## config.mk

```make
export PLATFORM = sky130hd
export DESIGN_NAME = cfg_serial_loader
export DESIGN_NICKNAME = d
export VERILOG_FILES = /design/src/rtl/cfg_loader_pkg.sv /design/src/rtl/cfg_bit_counter.sv /design/src/rtl/cfg_shift_store.sv /design/src/rtl/cfg_chain_bypass.sv /design/src/rtl/cfg_serial_loader.sv
export SDC_FILE = /design/constraint.sdc
export NUM_CORES = 2
export LEC_CHECK = 0
export BUFFER_PORTS_ARGS = -buffer_cell sky130_fd_sc_hd__buf_4
export CORE_AREA = 2 2 457 459
export CTS_CLUSTER_DIAMETER = 120
export CTS_CLUSTER_SIZE = 8
export DETAILED_ROUTE_END_ITERATION = 8
export DIE_AREA = 0 0 459 461
export GPL_TIMING_DRIVEN = 0
export SYNTH_ARGS = -nofsm -noshare
export SYNTH_HDL_FRONTEND = slang
export SYNTH_SLANG_ARGS = --single-unit
export TNS_END_PERCENT = 100
```

## constraint.sdc

```tcl
create_clock -name clk -period 2.2 [get_ports clk]
set_clock_uncertainty 0.05 [all_clocks]
set_input_delay 0 -clock clk [delete_from_list [all_inputs] [get_ports clk]]
set_output_delay 0 -clock clk [all_outputs]
set_load 0.03 [all_outputs]
```

## src/rtl/cfg_loader_pkg.sv

```systemverilog
// Package: shared layout constants for the serial configuration loader.
// Assumes a fixed record format: 19-bit header, 72-bit queue record
// made of three 24-bit fields (depth, almost-empty, almost-full).
package cfg_loader_pkg;
    localparam int HDR_W   = 19;
    localparam int FIELD_W = 24;
    localparam int QWORD_W = 3 * FIELD_W;

    // Total serial bits one device consumes for nq queues.
    function automatic int total_bits(input int nq);
        return HDR_W + QWORD_W * nq;
    endfunction
endpackage

```

## src/rtl/cfg_bit_counter.sv

```systemverilog
// Counts enabled configuration steps up to a run-time limit and raises a
// sticky done flag on the step that reaches it.
// Assumes limit is stable outside reset and nonzero.
module cfg_bit_counter #(
    parameter int CNT_W = 11
) (
    input  logic             clk,
    input  logic             rst_n,
    input  logic             step,
    input  logic [CNT_W-1:0] limit,
    output logic             last,
    output logic             done
);
    logic [CNT_W-1:0] cnt;

    // Current step is the final one needed.
    assign last = step && (cnt == limit - 1'b1);

    // Step counter and sticky completion flag.
    always_ff @(posedge clk) begin
        if (!rst_n) begin
            cnt  <= '0;
            done <= 1'b0;
        end else if (step) begin
            cnt <= cnt + 1'b1;
            if (last) done <= 1'b1;
        end
    end
endmodule

```

## src/rtl/cfg_shift_store.sv

```systemverilog
// Holds the configuration image. In serial mode shifts one bit in per
// step (first bit ends at the MSB); in default mode shifts one whole
// default queue record per step and writes the header on the last step.
// Samples both straps while reset is low.
module cfg_shift_store
    import cfg_loader_pkg::*;
#(
    parameter int NUM_Q     = 16,
    parameter int MEM_WORDS = 65536,
    localparam int TOTAL    = total_bits(NUM_Q)
) (
    input  logic             clk,
    input  logic             rst_n,
    input  logic             dflt_mode,
    input  logic             dflt_ofs_hi,
    input  logic             sdi,
    input  logic             step,
    input  logic             last,
    output logic             mode_q,
    output logic             ofs_q,
    output logic [TOTAL-1:0] image
);
    localparam logic [FIELD_W-1:0] DEF_DEPTH = FIELD_W'(MEM_WORDS / NUM_Q);
    localparam logic [FIELD_W-1:0] OFS_LO    = FIELD_W'(8);
    localparam logic [FIELD_W-1:0] OFS_HI    = FIELD_W'(128);

    logic [QWORD_W-1:0] def_rec;
    logic [TOTAL-1:0]   def_next;

    // Default queue record built from the sampled offset strap.
    always_comb begin
        def_rec = {DEF_DEPTH, ofs_q ? OFS_HI : OFS_LO, ofs_q ? OFS_HI : OFS_LO};
        def_next = {image[TOTAL-1-QWORD_W:0], def_rec};
        if (last) def_next[TOTAL-1 -: HDR_W] = HDR_W'(NUM_Q);
    end

    // Strap capture during reset and image update on each step.
    always_ff @(posedge clk) begin
        if (!rst_n) begin
            mode_q <= dflt_mode;
            ofs_q  <= dflt_ofs_hi;
            image  <= '0;
        end else if (step) begin
            if (mode_q) image <= def_next;
            else        image <= {image[TOTAL-2:0], sdi};
        end
    end
endmodule

```

## src/rtl/cfg_chain_bypass.sv

```systemverilog
// Serial output stage: holds the chain outputs idle until loading is done,
// then forwards data and enable to the next device with no register delay.
module cfg_chain_bypass (
    input  logic done,
    input  logic sdi,
    input  logic sen_n,
    output logic sdo,
    output logic sen_out_n
);
    // Idle before completion, transparent after.
    always_comb begin
        sdo       = done & sdi;
        sen_out_n = ~done | sen_n;
    end
endmodule

```

## src/rtl/cfg_serial_loader.sv

```systemverilog
// Top: cascadable serial configuration loader. Ties the step counter,
// image store and chain bypass together and unpacks the image into
// per-queue field vectors. Assumes synchronous active-low master reset.
module cfg_serial_loader
    import cfg_loader_pkg::*;
#(
    parameter int NUM_Q     = 16,
    parameter int MEM_WORDS = 65536
) (
    input  logic                     clk,
    input  logic                     rst_n,
    input  logic                     sdi,
    input  logic                     sen_n,
    input  logic                     dflt_mode,
    input  logic                     dflt_ofs_hi,
    output logic                     sdo,
    output logic                     sen_out_n,
    output logic [HDR_W-1:0]         cfg_hdr,
    output logic [NUM_Q*FIELD_W-1:0] q_depth,
    output logic [NUM_Q*FIELD_W-1:0] q_ae_ofs,
    output logic [NUM_Q*FIELD_W-1:0] q_af_ofs
);
    localparam int TOTAL = total_bits(NUM_Q);
    localparam int CNT_W = $clog2(TOTAL + 1);

    logic             done;
    logic             last;
    logic             step;
    logic             mode_q;
    logic             ofs_q;
    logic [CNT_W-1:0] limit;
    logic [TOTAL-1:0] image;

    // A step happens on each enabled edge until the image is complete.
    assign step  = ~sen_n & ~done;
    assign limit = mode_q ? CNT_W'(NUM_Q) : CNT_W'(TOTAL);

    cfg_bit_counter #(.CNT_W(CNT_W)) i_cnt (
        .clk   (clk),
        .rst_n (rst_n),
        .step  (step),
        .limit (limit),
        .last  (last),
        .done  (done)
    );

    cfg_shift_store #(.NUM_Q(NUM_Q), .MEM_WORDS(MEM_WORDS)) i_store (
        .clk         (clk),
        .rst_n       (rst_n),
        .dflt_mode   (dflt_mode),
        .dflt_ofs_hi (dflt_ofs_hi),
        .sdi         (sdi),
        .step        (step),
        .last        (last),
        .mode_q      (mode_q),
        .ofs_q       (ofs_q),
        .image       (image)
    );

    cfg_chain_bypass i_byp (
        .done      (done),
        .sdi       (sdi),
        .sen_n     (sen_n),
        .sdo       (sdo),
        .sen_out_n (sen_out_n)
    );

    assign cfg_hdr = image[TOTAL-1 -: HDR_W];

    // Unpack each queue record into its three field vectors.
    for (genvar k = 0; k < NUM_Q; k++) begin : g_q
        localparam int TOP = TOTAL - 1 - HDR_W - k * QWORD_W;
        assign q_depth [k*FIELD_W +: FIELD_W] = image[TOP -: FIELD_W];
        assign q_ae_ofs[k*FIELD_W +: FIELD_W] = image[TOP - FIELD_W -: FIELD_W];
        assign q_af_ofs[k*FIELD_W +: FIELD_W] = image[TOP - 2*FIELD_W -: FIELD_W];
    end
endmodule

```

# After elaboration in Yosys (flattened, before gate mapping)
# Cells that the tools add are included.
[classes]
n_addsub = 2
mux = 4
multipliers = 0
n_lt_le_gt_ge = 0
shifts = 0
reduce_logical = 2
n_div = 0
n_bitwise = 5
eq_ne = 1
[ops]
columns = ["operator", "count"]
rows = [
  ["2-to-1 mux 1171 bit", 1],
  ["2-to-1 mux 19 bit", 1],
  ["adder 11 x 1 -> 11 bit (second input constant)", 1],
  ["== test 11 bit", 1],
  ["2-to-1 mux 11 bit", 1],
  ["subtractor 11 x 1 -> 11 bit (second input constant)", 1],
  ["2-to-1 mux 8 bit", 1],
  ["AND 1 bit", 2],
  ["inverter 1 bit", 2],
  ["AND reduction 2 bit", 1],
  ["logical AND 1 bit", 1],
  ["OR 1 bit", 1],
]
[totals]
input_bits = 6
mem_bits_rw = 0
mem_count = 0
word_cells = 19
latch_bits = 0
ff_bits = 1185
out_inout_bits = 1173
mem_bits_ro = 0

# Depth between registers and ports, before layout
[depth]
word_depth = 6
mapped_depth = 6
depth_no_buf = 5

# Cells and area by module
# A second synthesis with hierarchy kept.
[hier_totals]
hier_cells = 5336
area_unflattened_um2 = 51924.8
[by_module_without_submodules]
columns = ["module", "instances", "cells_each", "seq_area_each_um2", "area_per_inst_um2"]
rows = [
  ["cfg_shift_store", 1, 5232, 23502.5, 51054.0],
  ["cfg_bit_counter", 1, 98, 240.2, 843.3],
  ["cfg_serial_loader", 1, 4, 0.0, 15.0],
  ["cfg_chain_bypass", 1, 2, 0.0, 12.5],
]

# Worst setup path after synthesis
# OpenSTA, ideal clock, no wires.
[synth_timing]
path_type = "reg-to-reg"
start = "register i_cnt.cnt[0]"
end = "register i_cnt.cnt[10]"
period_less_slack_ns = 1.576
required_ns = 2.078
stages_incl_launch_ff = 6
path_buffers = 0
path_slack_ns = 0.624
setup_time_ns = 0.072
t_arrival_ns = 1.454
cell_sequence = "dfxtp_1 > ha_1 > or3b_1 > or2_1 > nor3_2 > mux2i_1"
[synth_via]
elab_chain_len = 1
[synth_lines]
columns = ["item", "line", "rtl"]
rows = [
  ["from (decl)", "cfg_bit_counter.sv:14", "logic [CNT_W-1:0] cnt;"],
  ["from (signal assigned)", "cfg_bit_counter.sv:25", "cnt <= cnt + 1'b1;"],
  ["adder 11 x 1 -> 11 bit", "cfg_bit_counter.sv:25", ""],
]
# Every way passes these cells.
# A chain may end at the register's enable or synchronous reset.

# Final worst setup path
[layout_timing]
start = "register i_cnt.done"
end = "register i_store.image[1163]"
[layout_via]
elab_chain_len = 5
[layout_lines]
columns = ["item", "line", "rtl"]
rows = [
  ["from (decl)", "cfg_bit_counter.sv:12", "output logic done"],
  ["from (signal assigned)", "cfg_bit_counter.sv:23", "done <= 1'b0;"],
  ["from (signal assigned)", "cfg_bit_counter.sv:26", "if (last) done <= 1'b1;"],
  ["inverter 1 bit *", "cfg_serial_loader.sv:35", "assign step = ~sen_n & ~done;"],
  ["AND 1 bit *", "cfg_serial_loader.sv:35", ""],
  ["logical AND 1 bit", "cfg_bit_counter.sv:17", "assign last = step && (cnt == limit - 1'b1);"],
  ["2-to-1 mux 19 bit", "cfg_shift_store.sv:34", "if (last) def_next[TOTAL-1 -: HDR_W] = HDR_W'(NUM_Q);"],
  ["2-to-1 mux 1171 bit", "cfg_shift_store.sv:44", "if (mode_q) image <= def_next;"],
  ["to (signal assigned)", "cfg_shift_store.sv:44", ""],
  ["to (signal assigned)", "cfg_shift_store.sv:45", "else image <= {image[TOTAL-2:0], sdi};"],
  ["to (decl)", "cfg_shift_store.sv:21", "output logic [TOTAL-1:0] image"],
]
# Mark *: on every way between the ends. The rest lies on a longest branch, timed or not.

==> impl_metrics.csv <==
group,metric,value,unit
logic_synthesis,ys_warn_count,0,
logic_synthesis,syn_inst,5309,
detailed_routing,post_drt_wl_per_cell,29.8,um
sta,slew_viol_final,11,
sta,setup_viol,0,
pwr,p_switching,0.0203,W
cts,cts_setup_buffers,0,
logic_synthesis,synth_compound_area_share,17.3,%
logic_synthesis,synth_common_cells,"dfxtp_1, nor2_1, a211oi_1, mux2i_1, buf_2",
cts,tritoncts,"done",
sta,worst_pin_slew,1.52,ns
flow_run,drv_cap,1,
cts,cts_max_path_buffers,3,
worst_setup_path,worstPathMaxFanout,10,
pwr,power_frac_seq,41.9,%
pwr,swShare,33.2,%
logic_synthesis,synth-seq-cells,1185,
run_status,violations,"capacitance limit, slew limit",
grt,grt_pass1_vias,47700,
min_path,min_path_type,"input pin to flop",
logic_synthesis,synth_xor_area_share,0.136,%
logic_synthesis,muxShareOfSynthArea,21.1,%
cts,cts_sinks,1185,
worst_setup_path,critPathRequiredTime,2.83,ns
logic_synthesis,ys.flop_type,"dfxtp_1",
logic_synthesis,ys_seq_area_share,46.2,%
floorplan,die_area,0.212,mm2
floorplan,core_region_area,0.206,mm2
placed_design,gp_congestion,0.946,
floorplan,boundaryPins,1179,
grt,grt_usage,25.3,%
worst_setup_path,setup.worst_path.end_class,"flop",
placed_design,portBuffers,1178,
floorplan,initial_core_util,24.9,%
grt,grt.met1_usage,27.2,%
sta,final.min_clock_period,2.15,ns
logic_synthesis,synth-simple-area-share,10.1,%
worst_setup_path,worstPathArrival,2.78,ns
detailed_routing,drt.antenna.violating_nets,0,
logic_synthesis,synth_area,0.0514,mm2
logic_synthesis,synth_top_area_share,46.0,%
grt,grt_overflow,0,
floorplan,rows,167,
pwr,combPwrFrac,18.7,%
grt,top_usage_layer,"met2",
layout,drive_gt1_share,25.9,%
sta,tns,0,ns
grt,grt_max_degree,17,
layout,final_nets,6671,
grt,grt_pass1_wl,382000,um
detailed_routing,drc_errors,0,
logic_synthesis,synth_nets,5316,
pwr,leakage,29.6,nW
grt,grt_use_met2,44.8,%
cts,clk_pin_slew,0.05,ns
cts,cts_max_level,4,
cts,cts-buffers-inserted,167,
grt,antenna_found_initial,17,
placed_design,post-place-ws,-1.07,ns
layout,syn_to_final_growth,33.2,%
detailed_routing,dr.pass1.iters,5,
detailed_routing,vias,49000,
detailed_routing,via_per_inst,5.22,
logic_synthesis,yosysUniqueCellTypes,41,
logic_synthesis,synth_adder_area_share,0.0243,%
cts,clk_latency,0.85,ns
pwr,irDropWorstVdd,842,uV
pwr,p_per_area,891,mW/mm2
logic_synthesis,synth-edff-count,2,
sta,maxSlewHeadroom,-1.39,%
logic_synthesis,synth.top_cells.by_area,"dfxtp_1, mux2i_1, a211oi_1, nor2_1, buf_2",
sta,fmax,0.466,GHz
sta,final_hold_viol_count,0,
run_status,outcome,"finished, violations left",
grt,grt_use_met3,7.14,%
worst_setup_path,startpoint_type,"flop",
logic_synthesis,synth.largest_area_cell,"dfxtp_1",
placed_design,dpl.hpwl,229000,um
cts,clock-root-buffer,"clkbuf_16",
pwr,internal-power,0.0408,W
detailed_routing,drtIter0Drc,4086,
logic_synthesis,synth_top_family_by_area,"multiplexers",
floorplan,fp.dieH,461,um
sta,finalCritPeriodShare,97.6,%
pwr,clockPowerShare,39.4,%
worst_setup_path,crit_type,"flop to flop",
logic_synthesis,synth.most_common_cell,"dfxtp_1",
logic_synthesis,ys_async_sr_fraction,0,%
detailed_routing,wl,280000,um
logic_synthesis,syn_area_per_cell,9.69,um2
floorplan,die_w,459,um
sta,timing.final.ws_setup,0.0523,ns
[cell families (layout without fill, tap and decap cells)]
group / count (synthesis) / after routing
AO/OA/AOI/OAI: 1217 / 1217
XOR/XNOR: 8 / 8
adder cells (fa/ha/maj): 1 / 1
buffers and inverters: 533 / 1909
flip-flops: 1185 / 1185
multiplexers: 1082 / 1082
other: 0 / 8
AND/OR/NAND/NOR: 1283 / 1283
[state kept, by name, summed over array words and instances (netlist names)]
signal / count
i_store.image: 1171
i_cnt.cnt: 11
i_cnt.done: 1
i_store.mode_q: 1
i_store.ofs_q: 1
[final cells by class]
class / count / area [um2]
fill: 21200 / 138000
multi-input combinational: 3591 / 25000
buffer: 530 / 2790
timing repair buffer: 1186 / 8920
sequential: 1185 / 23700
tap: 2704 / 3380
clock inverter: 15 / 322
clock buffer: 175 / 4270
inverter: 3 / 11.3
antenna: 8 / 20.0
[final timing paths]
kind | start | to | slack [ns] | depth (start not counted)
hold / removal | sen_n | i_cnt.cnt[3] | 0.17 | 6
setup / recovery | i_cnt.done | i_store.image[1163] | 0.05 | 5
hold reg to reg | i_store.image[66] | i_store.image[66] | 0.44 | 2
setup reg to reg | i_cnt.done | i_store.image[1163] | 0.05 | 5
[placed cells by master (no fill, tap or decap), drive strengths merged, types with 2 or more instances in the layout]
cell	count
diode	8
nor2	1092
nand2b	22
nand4	3
buf	1474
nand2	79
a31oi	20
nand3b	67
o211ai	2
nor3	5
edfxtp	2
and2	2
o311ai	18
inv	10
xor2	4
a21oi	71
clkinv	6
xnor2	4
nand3	3
dlygate4sd3	8
o21ai	22
dfxtp	1183
mux2i	1081
clkbuf	409
a211oi	1081
or2	3
[layer usage]
layer | share of wire [%] | vias up
met5 | 0.0046 | -
met4 | 6.0 | 2
met3 | 8.2 | 532
met2 | 50 | 2123
met1 | 36 | 24400
li1 | - | 22000
[power groups by stage]
stage,logic (W),clock network (W),registers (W)
after floorplan,0.00455,0,0.0272
final,0.0114,0.0240,0.0256
after global routing,0.0121,0.0253,0.0257
after CTS,0.0114,0.0244,0.0256
after global placement,0.0112,0,0.0259
after detailed placement,0.0114,0,0.0260
[critical path, stage by stage (launching register included)]
cell,delay (ns)
dfxtp_2,0.41
nor2_4,0.23
buf_4,0.37
buf_4,0.37
buf_2,0.39
a31oi_1,0.17
[through the flow]
step / utilization [%] / cell area, um2 / power (W) / hold slack, ns / cells
floorplan: - / 51400 / 0.0317 / 0.0489 / 5309
global placement: 30.8 / 63700 / 0.0372 / 0.132 / 9191
detailed placement: 30.8 / 63700 / 0.0374 / 0.132 / 9191
CTS: 33.1 / 68400 / 0.0614 / 0.0743 / 9389
global route: 33.2 / 68500 / 0.0630 / 0.173 / 9393
finish: 33.2 / 68500 / 0.0611 / 0.168 / 9397
[timing repair]
item,in CTS,in global routing
hold buffers,8,0
hold endpoints to repair,34,0
gates resized for setup,46,20
setup endpoints to repair,1175,62
Power figures use the tool's default switching activity.
